==> src/rtl/ldst_pkg.sv <==
// Shared definitions for the load/store address sequencer.
// Assumes a 16-bit instruction word with the opcode in bits [15:12].
package ldst_pkg;
    localparam int INSN_W  = 16;
    localparam int OFF9_W  = 9;
    localparam int OFF6_W  = 6;

    localparam logic [3:0] OPC_LD  = 4'b0010;
    localparam logic [3:0] OPC_ST  = 4'b0011;
    localparam logic [3:0] OPC_LDI = 4'b1010;
    localparam logic [3:0] OPC_STI = 4'b1011;
    localparam logic [3:0] OPC_LDR = 4'b0110;
    localparam logic [3:0] OPC_STR = 4'b0111;
    localparam logic [3:0] OPC_LEA = 4'b1110;

    // Decoded character of one memory-moving instruction.
    typedef struct packed {
        logic valid;
        logic is_store;
        logic is_lea;
        logic indirect;
        logic base_mode;
    } op_class_t;

    typedef enum logic [2:0] {
        SQ_IDLE,
        SQ_ADDR,
        SQ_PTR_RD,
        SQ_PTR_MV,
        SQ_SRC,
        SQ_ACC,
        SQ_WB
    } seq_state_t;
endpackage

==> src/rtl/ldst_decode.sv <==
// Opcode classifier: maps a 4-bit opcode onto the addressing attributes
// the sequencer needs. Purely combinational. Unknown opcodes give valid=0.
module ldst_decode
    import ldst_pkg::*;
(
    input  logic [3:0] opc,
    output op_class_t  cls
);
    // Classify the opcode into mode flags.
    always_comb begin
        cls = '0;
        case (opc)
            OPC_LD:  cls = '{valid: 1'b1, is_store: 1'b0, is_lea: 1'b0, indirect: 1'b0, base_mode: 1'b0};
            OPC_ST:  cls = '{valid: 1'b1, is_store: 1'b1, is_lea: 1'b0, indirect: 1'b0, base_mode: 1'b0};
            OPC_LDI: cls = '{valid: 1'b1, is_store: 1'b0, is_lea: 1'b0, indirect: 1'b1, base_mode: 1'b0};
            OPC_STI: cls = '{valid: 1'b1, is_store: 1'b1, is_lea: 1'b0, indirect: 1'b1, base_mode: 1'b0};
            OPC_LDR: cls = '{valid: 1'b1, is_store: 1'b0, is_lea: 1'b0, indirect: 1'b0, base_mode: 1'b1};
            OPC_STR: cls = '{valid: 1'b1, is_store: 1'b1, is_lea: 1'b0, indirect: 1'b0, base_mode: 1'b1};
            OPC_LEA: cls = '{valid: 1'b1, is_store: 1'b0, is_lea: 1'b1, indirect: 1'b0, base_mode: 1'b0};
            default: cls = '0;
        endcase
    end
endmodule

==> src/rtl/ldst_agen.sv <==
// Effective-address generator: either PC-relative (9-bit signed field) or
// base-plus-offset (6-bit signed field). Combinational; the caller registers
// the result into MAR. Assumes DW >= 16.
module ldst_agen
    import ldst_pkg::*;
#(
    parameter int DW = 16
) (
    input  logic [DW-1:0]     npc,
    input  logic [DW-1:0]     base,
    input  logic [OFF9_W-1:0] off_field,
    input  logic              use_base,
    output logic [DW-1:0]     ea
);
    logic [DW-1:0] sx_long;
    logic [DW-1:0] sx_short;

    // Sign-extend both offset widths and pick the operand pair.
    always_comb begin
        sx_long  = {{(DW-OFF9_W){off_field[OFF9_W-1]}}, off_field};
        sx_short = {{(DW-OFF6_W){off_field[OFF6_W-1]}}, off_field[OFF6_W-1:0]};
        ea       = use_base ? (base + sx_short) : (npc + sx_long);
    end
endmodule

==> src/rtl/ldst_flags.sv <==
// Condition flag register: N, Z, P refreshed from every register-file write,
// held otherwise. Reset value is Z set.
module ldst_flags #(
    parameter int DW = 16
) (
    input  logic          clk,
    input  logic          rst_n,
    input  logic          wr_en,
    input  logic [DW-1:0] wr_data,
    output logic          flag_n,
    output logic          flag_z,
    output logic          flag_p
);
    logic neg;
    logic zero;

    // Classify the value being written.
    always_comb begin
        neg  = wr_data[DW-1];
        zero = (wr_data == '0);
    end

    // Update the flags on a write, hold otherwise.
    always_ff @(posedge clk) begin
        if (!rst_n) begin
            flag_n <= 1'b0;
            flag_z <= 1'b1;
            flag_p <= 1'b0;
        end else if (wr_en) begin
            flag_n <= neg;
            flag_z <= zero;
            flag_p <= !neg && !zero;
        end
    end


    flags_onehot_chk: assert property (@(posedge clk) disable iff (!rst_n)
        $onehot({flag_n, flag_z, flag_p}));


    flags_hold_chk: assert property (@(posedge clk) disable iff (!rst_n)
        !wr_en |=> $stable({flag_n, flag_z, flag_p}));
endmodule

==> src/rtl/ldst_addr_seq.sv <==
// Load/store address sequencer. Accepts one memory-moving instruction on
// start while idle, then walks MAR/MDR through zero, one or two memory
// transactions and a final write-back. Assumes rf_rd_data is a
// combinational function of rf_rd_idx and that mem_rdata is valid with mem_ack.
module ldst_addr_seq
    import ldst_pkg::*;
#(
    parameter int DW = 16,
    parameter int RW = 3
) (
    input  logic              clk,
    input  logic              rst_n,
    input  logic              start,
    input  logic [INSN_W-1:0] instr,
    input  logic [DW-1:0]     npc,
    output logic              busy,
    output logic              done,
    output logic [RW-1:0]     rf_rd_idx,
    input  logic [DW-1:0]     rf_rd_data,
    output logic              rf_wr_en,
    output logic [RW-1:0]     rf_wr_idx,
    output logic [DW-1:0]     rf_wr_data,
    output logic              mem_req,
    output logic              mem_we,
    output logic [DW-1:0]     mem_addr,
    output logic [DW-1:0]     mem_wdata,
    input  logic              mem_ack,
    input  logic [DW-1:0]     mem_rdata,
    output logic              flag_n,
    output logic              flag_z,
    output logic              flag_p
);
    localparam int REG_LO  = OFF6_W;            // base register field low bit
    localparam int DST_LO  = OFF9_W;            // dest/source field low bit
    localparam int FIELD_W = DST_LO + RW;       // instruction bits kept

    seq_state_t          st;
    op_class_t           cls_in;
    op_class_t           cls;
    logic [FIELD_W-1:0]  ir;
    logic [DW-1:0]       npc_q;
    logic [DW-1:0]       mar;
    logic [DW-1:0]       mdr;
    logic [DW-1:0]       ea;
    logic                accept;

    ldst_decode u_dec (
        .opc (instr[INSN_W-1:INSN_W-4]),
        .cls (cls_in)
    );

    ldst_agen #(.DW(DW)) u_agen (
        .npc       (npc_q),
        .base      (rf_rd_data),
        .off_field (ir[OFF9_W-1:0]),
        .use_base  (cls.base_mode),
        .ea        (ea)
    );

    // Acceptance of a new instruction: idle and a known opcode.
    always_comb accept = start && (st == SQ_IDLE) && cls_in.valid;

    // Sequencer state, instruction capture, MAR and MDR.
    always_ff @(posedge clk) begin
        if (!rst_n) begin
            st    <= SQ_IDLE;
            cls   <= '0;
            ir    <= '0;
            npc_q <= '0;
            mar   <= '0;
            mdr   <= '0;
        end else begin
            case (st)
                SQ_IDLE: begin
                    if (accept) begin
                        ir    <= instr[FIELD_W-1:0];
                        npc_q <= npc;
                        cls   <= cls_in;
                        st    <= SQ_ADDR;
                    end
                end
                SQ_ADDR: begin
                    mar <= ea;
                    if (cls.is_lea)        st <= SQ_WB;
                    else if (cls.indirect) st <= SQ_PTR_RD;
                    else if (cls.is_store) st <= SQ_SRC;
                    else                   st <= SQ_ACC;
                end
                SQ_PTR_RD: begin
                    if (mem_ack) begin
                        mdr <= mem_rdata;
                        st  <= SQ_PTR_MV;
                    end
                end
                SQ_PTR_MV: begin
                    mar <= mdr;
                    st  <= cls.is_store ? SQ_SRC : SQ_ACC;
                end
                SQ_SRC: begin
                    mdr <= rf_rd_data;
                    st  <= SQ_ACC;
                end
                SQ_ACC: begin
                    if (mem_ack) begin
                        if (!cls.is_store) mdr <= mem_rdata;
                        st <= SQ_WB;
                    end
                end
                SQ_WB:   st <= SQ_IDLE;
                default: st <= SQ_IDLE;
            endcase
        end
    end

    // Port-side decoding of the current step.
    always_comb begin
        busy       = (st != SQ_IDLE);
        done       = (st == SQ_WB);
        mem_req    = (st == SQ_PTR_RD) || (st == SQ_ACC);
        mem_we     = (st == SQ_ACC) && cls.is_store;
        mem_addr   = mar;
        mem_wdata  = mdr;
        rf_rd_idx  = (st == SQ_ADDR) ? ir[REG_LO +: RW] : ir[DST_LO +: RW];
        rf_wr_en   = (st == SQ_WB) && !cls.is_store;
        rf_wr_idx  = ir[DST_LO +: RW];
        rf_wr_data = cls.is_lea ? mar : mdr;
    end

    ldst_flags #(.DW(DW)) u_flags (
        .clk     (clk),
        .rst_n   (rst_n),
        .wr_en   (rf_wr_en),
        .wr_data (rf_wr_data),
        .flag_n  (flag_n),
        .flag_z  (flag_z),
        .flag_p  (flag_p)
    );


    req_hold_chk: assert property (@(posedge clk) disable iff (!rst_n)
        (mem_req && !mem_ack) |=> (mem_req && $stable(mem_addr) &&
                                   $stable(mem_we) && $stable(mem_wdata)));


    done_pulse_chk: assert property (@(posedge clk) disable iff (!rst_n)
        done |=> !done);


    lea_nomem_chk: assert property (@(posedge clk) disable iff (!rst_n)
        (busy && cls.is_lea) |-> !mem_req);


    store_nowrite_chk: assert property (@(posedge clk) disable iff (!rst_n)
        mem_we |=> !rf_wr_en);


    busy_cause_chk: assert property (@(posedge clk) disable iff (!rst_n)
        $rose(busy) |-> $past(start));
endmodule

==> config.mk <==
export PLATFORM = sky130hd
export DESIGN_NAME = ldst_addr_seq
export DESIGN_NICKNAME = d
export VERILOG_FILES = /design/src/rtl/ldst_pkg.sv /design/src/rtl/ldst_decode.sv /design/src/rtl/ldst_agen.sv /design/src/rtl/ldst_flags.sv /design/src/rtl/ldst_addr_seq.sv
export SDC_FILE = /design/constraint.sdc
export NUM_CORES = 1
export LEC_CHECK = 0
export BUFFER_PORTS_ARGS = -buffer_cell sky130_fd_sc_hd__buf_2
export CAP_MARGIN = 10
export CORE_ASPECT_RATIO = 1.4
export CORE_MARGIN = 5
export CORE_UTILIZATION = 30
export CTS_CLUSTER_SIZE = 25
export DETAILED_ROUTE_END_ITERATION = 7
export HOLD_SLACK_MARGIN = 0.03
export PLACE_DENSITY_LB_ADDON = 0.05
export SETUP_SLACK_MARGIN = 0.02
export SYNTH_ARGS = -nofsm -noshare
export SYNTH_HDL_FRONTEND = slang
export SYNTH_SLANG_ARGS = --single-unit
==> constraint.sdc <==
create_clock -name clk -period 4.59 [get_ports clk]
set_input_delay 0 -clock clk [delete_from_list [all_inputs] [get_ports clk]]
set_output_delay 0 -clock clk [all_outputs]
set_load 0.02 [all_outputs]
==> impl_metrics.csv, run 1 <==
group,metric,value,unit
global_routing,use_met1,23.7,%
floorplanning,rows,54,
power_and_ir_drop,netSwitchingFraction,35.4,%
power_and_ir_drop,p_leak,2.73,nW
floorplanning,ios,130,
clock_tree,cts_buffer_depth,2,
global_routing,grt_pass1_vias,4835,
placement,gp_congestion,0.839,
yosys,syn_inst,596,
power_and_ir_drop,comb_power_share,30.6,%
critical_path,crit_start,"st[1]",
min_path,min_from,"mem_rdata[10]",
yosys,async_flop_share,0,%
floorplanning,die_w,116,um
yosys,yosysWarnings,0,
global_routing,grt_use_met3,3.48,%
global_routing,grt_max_degree,44,
critical_path,cp.arrival,3.29,ns
placement,dp_slack,1.64,ns
sta,relSlewSlack,19.0,%
sta,tightest_slew,1.21,ns
clock_tree,cts_buffers,9,
yosys,synth_area_leaders,"dfxtp_1 (30%), ha_1 (8.0%), nand2_1 (7.7%), a21oi_1 (6.8%), a211oi_1 (4.3%)",
clock_tree,cts_hold_buf,45,
route,wl,16800,um
power_and_ir_drop,seq_power_share,35.2,%
yosys,synth.avg_cell_area,7.85,um^2
yosys,synth_edf_count,0,
global_routing,busiest_layer,"met2",
clock_tree,cts.reportedPaths.clkPinSlew,0.06,ns
global_routing,grt_use_met2,30.7,%
critical_path,rr_startpoint,"st[1]",
floorplanning,dieArea,18200,um^2
global_routing,antenna_found_initial,1,
critical_path,r2r_slack,1.55,ns
route,drtPass1Iterations,5,
global_routing,grt.total_usage,18.4,%
clock_tree,cts_setup_buffers,0,
power_and_ir_drop,vdd_drop_max,147,uV
clock_tree,cts.sinks,70,
yosys,synth_seq_cells,70,
critical_path,path_class,"reg -> reg",
min_path,hp-class,"in -> reg",
clock_tree,htreeDepth,3,
clock_tree,root_buffer,"clkbuf_16",
floorplanning,die_h,158,um
route,viasPerCell,5.19,
sta,skew,0.0114,ns
critical_path,endpoint_kind,"register",
critical_path,timing.rr.end,"mem_wdata[0]",
yosys,synth_cell_types,57,
clock_tree,cts_tree,"done",
clock_tree,clk_latency,0.34,ns
yosys,synth_top_area_share,29.9,%
global_routing,grt_pass1_wl,26300,um
min_path,hold_path_end,"mem_wdata[10]",
critical_path,critPathLaunchType,"register",
floorplanning,core_area,15500,um^2
placement,port_buffers,129,
yosys,syn_nets,696,
yosys,synth_area_leader_cell,"dfxtp_1",
final_layout,antenna_cells,0,
final_layout,drive_gt1_share,23.1,%
sta,rsz0062_at_grt,"no",
yosys,synth_ff_type,"dfxtp_1",
clock_tree,cts_resized,0,
min_path,min_path_cells,3,
route,drc,0,
run_status,status,"finished clean",
sta,min_period,3.04,ns
power_and_ir_drop,p_clk_share,34.2,%
final_layout,nNetsFinal,845,
placement,place_hpwl,13100,um
route,wire_per_inst,17.8,um
sta,post-route-period-util,66.2,%
critical_path,critPathRequiredTime,4.84,ns
power_and_ir_drop,p_sw,736,uW
final_layout,area_delta_synth_final,32.0,%
power_and_ir_drop,powerDensity,337,nW/um^2
sta,final-setup-viol-count,0,
yosys,syn_area,4680,um^2
global_routing,globalRouteOverflowTotal,0,
sta,finalHoldViolCount,0,
final_layout,post-route-util,39.9,%
power_and_ir_drop,p_int,1.34,mW
floorplanning,initial_core_util,30.2,%
route,ant_nets,0,
sta,slew_violations,0,
sta,tns,0,ns
final_layout,fin_cells,946,
sta,fmax,0.329,GHz
sta,layout_setup_ws,1.55,ns
route,first_iter_violations,163,
flow_run,maxCapViolCount,0,
route,vias,4908,
yosys,yosysSeqAreaShare,29.9,%
placement,dp.cells,884,
critical_path,worstRegToRegCells,6,
critical_path,crit_fanout,26,
==> metal layers <==
layer | up-vias | share of wire, %
met2 | 171 | 47
met4 | 2 | 2.2
met3 | 24 | 7.1
li1 | 2455 | -
met5 | - | 0.077
met1 | 2256 | 43
==> power by group through the flow <==
stage / Clock (mW) / Combinational [mW] / Sequential [mW]
2_1_floorplan: 0 / 0.391 / 0.752
3_3_place_gp: 0 / 0.603 / 0.744
3_5_place_dp: 0 / 0.604 / 0.745
4_1_cts: 0.730 / 0.639 / 0.731
5_1_grt: 0.753 / 0.698 / 0.740
6_report: 0.711 / 0.635 / 0.732
==> synthesized netlist by cell type, types with 3 or more instances <==
master	number
nand2b_1	3
nor3_1	5
clkbuf_1	25
mux2_2	18
or3_1	3
buf_2	7
nor2b_1	6
ha_1	30
nand2_1	96
a221oi_1	8
mux2i_1	20
xor2_1	12
o22ai_1	3
o21ai_0	31
and2_1	3
a21oi_1	64
a21o_1	8
and3_1	12
o211ai_1	4
a211oi_1	27
dfxtp_1	70
o21a_1	6
nor2_1	49
nand3_1	9
a311oi_1	3
buf_4	3
xnor2_1	10
nor4_1	4
o21ai_1	3
inv_1	9
nand4_1	5
o21bai_1	3
a31oi_1	6
==> kinds of logic after synthesis <==
kind of cell               after synthesis  synth area share (%)
muxes                                   38                  8.61
and+or+nand+nor                        203                  19.3
adders and majority gates               32                  8.88
xor gates and xnor gates                22                  4.12
buffers and inverters                   49                  4.60
AOI/OAI and AO/OA                      182                  24.5
DFF                                     70                  29.9
==> through the flow <==
step                hold WS (ns)  power (mW)  area (um^2)
floorplan                  0.125        1.14         4680
global placement           0.242        1.35         5410
detailed placement         0.246        1.35         5410
CTS                       0.0311        2.10         6160
global route              0.0476        2.19         6170
finish                    0.0302        2.08         6170
==> sequential cells by signal (all words and copies together) (netlist names) <==
| register | flops |
|---|---|
| mem_addr | 16 |
| u_flags.flag_n | 1 |
| npc_q | 16 |
| cls | 4 |
| mem_wdata | 16 |
| u_flags.flag_p | 1 |
| st | 3 |
| u_flags.flag_z | 1 |
| ir | 12 |
==> critical path: stages, from the launching register on <==
cell	delay (ns)
dfxtp_1	0.58
inv_1	0.32
nand2_1	0.12
nor2_2	0.93
mux2i_1	0.18
dlygate4sd3_1	0.60
a211oi_1	0.22
==> cells in the final DEF, fill, tap and decap left out, drive strengths merged, types with 4 or more instances in the layout <==
cell type / instances
o21a: 6
mux2: 18
xnor2: 10
inv: 11
nand4: 5
buf: 132
nand3: 9
dfxtp: 70
xor2: 12
a31oi: 6
nor2b: 6
ha: 30
o211ai: 4
or3: 4
clkbuf: 10
and3: 12
a211oi: 27
dlygate4sd3: 45
nor3: 5
nor4: 4
clkinv: 4
a21oi: 64
nor2: 50
mux2i: 20
a221oi: 8
nand2: 96
a21o: 8
o21ai: 34
==> worst max-delay path by stage <==
stage | to | slack (ns) | cells past startpoint
CTS | cls[3] | 1.49 | 5
detailed placement | mem_wdata[3] | 1.64 | 5
global placement | mem_wdata[2] | 1.81 | 5
global route | mem_wdata[3] | 1.31 | 5
finish | mem_wdata[0] | 1.55 | 6
floorplan | mem_addr[6] | 2.30 | 8
==> final cells by class <==
cell class                 count  area [um^2]
clock buffer                  10          229
clock inverter                 6         70.1
fill                        1619         9300
inverter                      10         37.5
multi-input combinational    477         3070
sequential                    70         1400
tap                          196          245
timing repair buffer         177         1130
No activity file was read; power rests on OpenSTA's default activity.
==> run 2, diff against run 1 <==
- clock period: 4.59 -> 2.6 ns (I/O delays scaled with it)
==> impl_metrics.csv, run 2 (same netlist as run 1, synthesis figures left out) <==
group,metric,value,unit
global_routing,globalRouteOverflowTotal,0,
final_layout,fill_cells,1571,
clock_tree,cts.sinks,70,
power_and_ir_drop,seq_power_share,34.2,%
route,first_iter_violations,209,
final_layout,antenna_cells,0,
power_and_ir_drop,p_sw,1.35,mW
route,ant_nets,0,
power_and_ir_drop,powerDensity,580,nW/um^2
sta,tns,0,ns
critical_path,cp.arrival,2.63,ns
final_layout,mostFrequentLayoutCell,"buf_2",
flow_run,maxCapViolCount,0,
floorplanning,die_h,158,um
power_and_ir_drop,p_clk_share,33.9,%
power_and_ir_drop,netSwitchingFraction,35.8,%
critical_path,path_class,"reg -> reg",
route,drtPass1Iterations,4,
power_and_ir_drop,fin_total_pwr,3.76,mW
global_routing,grt_pass1_vias,5112,
route,wl,17700,um
critical_path,rr_startpoint,"ir[0]",
clock_tree,clk_latency,0.34,ns
sta,post-route-period-util,94.0,%
placement,port_buffers,129,
power_and_ir_drop,p_int,2.41,mW
clock_tree,htreeDepth,3,
global_routing,antenna_found_initial,0,
final_layout,post-route-util,41.8,%
global_routing,grt_max_degree,49,
power_and_ir_drop,vdd_drop_max,349,uV
route,drc,0,
critical_path,critPathLaunchType,"register",
route,wire_per_inst,18.1,um
final_layout,drive_gt1_share,26.6,%
sta,rsz0062_at_grt,"no",
floorplanning,initial_core_util,30.2,%
critical_path,endpoint_kind,"register",
global_routing,grt.total_usage,19.6,%
sta,min_period,2.44,ns
critical_path,crit_start,"ir[0]",
final_layout,final_cell_mix,"buf_2 (129), nand2_1 (96), dfxtp_1 (68)",
placement,placed_area,5610,um^2
critical_path,crit_fanout,4,
floorplanning,dieArea,18200,um^2
floorplanning,rows,54,
final_layout,nNetsFinal,878,
sta,tightest_slew,0.962,ns
placement,place_hpwl,14000,um
clock_tree,root_buffer,"clkbuf_16",
min_path,hp-class,"in -> reg",
clock_tree,cts_setup_buffers,0,
power_and_ir_drop,comb_power_share,31.9,%
sta,final-setup-viol-count,0,
route,viasPerCell,5.10,
global_routing,grt_pass1_wl,27400,um
sta,finalHoldViolCount,0,
clock_tree,cts_buffers,9,
placement,gp_congestion,0.867,
sta,relSlewSlack,35.7,%
sta,slew_violations,0,
critical_path,critPathRequiredTime,2.78,ns
min_path,min_from,"rf_rd_data[10]",
clock_tree,cts.reportedPaths.clkPinSlew,0.06,ns
route,vias,4993,
sta,fmax,0.409,GHz
clock_tree,cts_buffer_depth,2,
final_layout,area_delta_synth_final,38.4,%
final_layout,stdcell_area,6470,um^2
floorplanning,ios,130,
sta,skew,0.00498,ns
power_and_ir_drop,p_leak,2.88,nW
floorplanning,die_w,116,um
run_status,status,"finished clean",
floorplanning,core_area,15500,um^2
clock_tree,cts_tree,"done",
[run 2: timing repair]
action                                 4_1_cts  5_1_grt
hold buffers                                53        0
endpoints found under the hold margin       48        0
gates cloned                                 0        0
pin swaps                                    0        1
setup endpoints to repair                    1        9
gates resized for setup                      1        9
[run 2: metal layers]
layer	vias to the layer above	track usage (%)	routed length, um
met1	2304	23.2	7510
li1	2520	-	-
met4	0	6.21	312
met2	149	36.0	9020
met5	-	0	0
met3	20	2.94	895
[run 2: through the flow]
stage          std cells  hold slack, ns  setup slack (ns)
5_1_grt              979          0.0360            0.0345
4_1_cts              979          0.0301            0.0368
3_3_place_gp         910           0.242            0.0925
2_1_floorplan        596           0.125             0.311
3_5_place_dp         910           0.247            0.0102
6_report             979          0.0389             0.157
[run 2: cell type report]
class / instances / area, um^2 / area share, %
multi-input combinational: 477 / 3100 / 47.9
sequential: 70 / 1400 / 21.7
timing repair buffer: 210 / 1390 / 21.4
tap: 196 / 245 / 3.79
clock buffer: 9 / 225 / 3.48
clock inverter: 7 / 73.8 / 1.14
inverter: 10 / 37.5 / 0.580
[run 2: path summary, 6_finish.rpt]
check                  endpoint  slack [ns]  depth (start not counted)
setup / recovery   mem_addr[14]        0.16                         10
hold / removal    mem_wdata[10]        0.04                          3
setup reg to reg   mem_addr[14]        0.16                         10
hold reg to reg       npc_q[11]        0.46                          2
[run 2: power by group through the flow]
stage	Sequential (mW)	Combinational [mW]	Clock, mW
3_3_place_gp	1.30	1.13	0
2_1_floorplan	1.33	0.690	0
5_1_grt	1.30	1.32	1.34
6_report	1.29	1.20	1.27
4_1_cts	1.29	1.20	1.31
3_5_place_dp	1.31	1.13	0
[run 2: critical path: stages (launching register included)]
cell	delay, ns
dfxtp_1	0.33
ha_1	0.23
fa_2	0.39
a211oi_2	0.25
nor2_1	0.11
o31ai_2	0.18
buf_4	0.17
o21ai_0	0.09
xor2_1	0.17
a221oi_2	0.26
a31oi_1	0.11
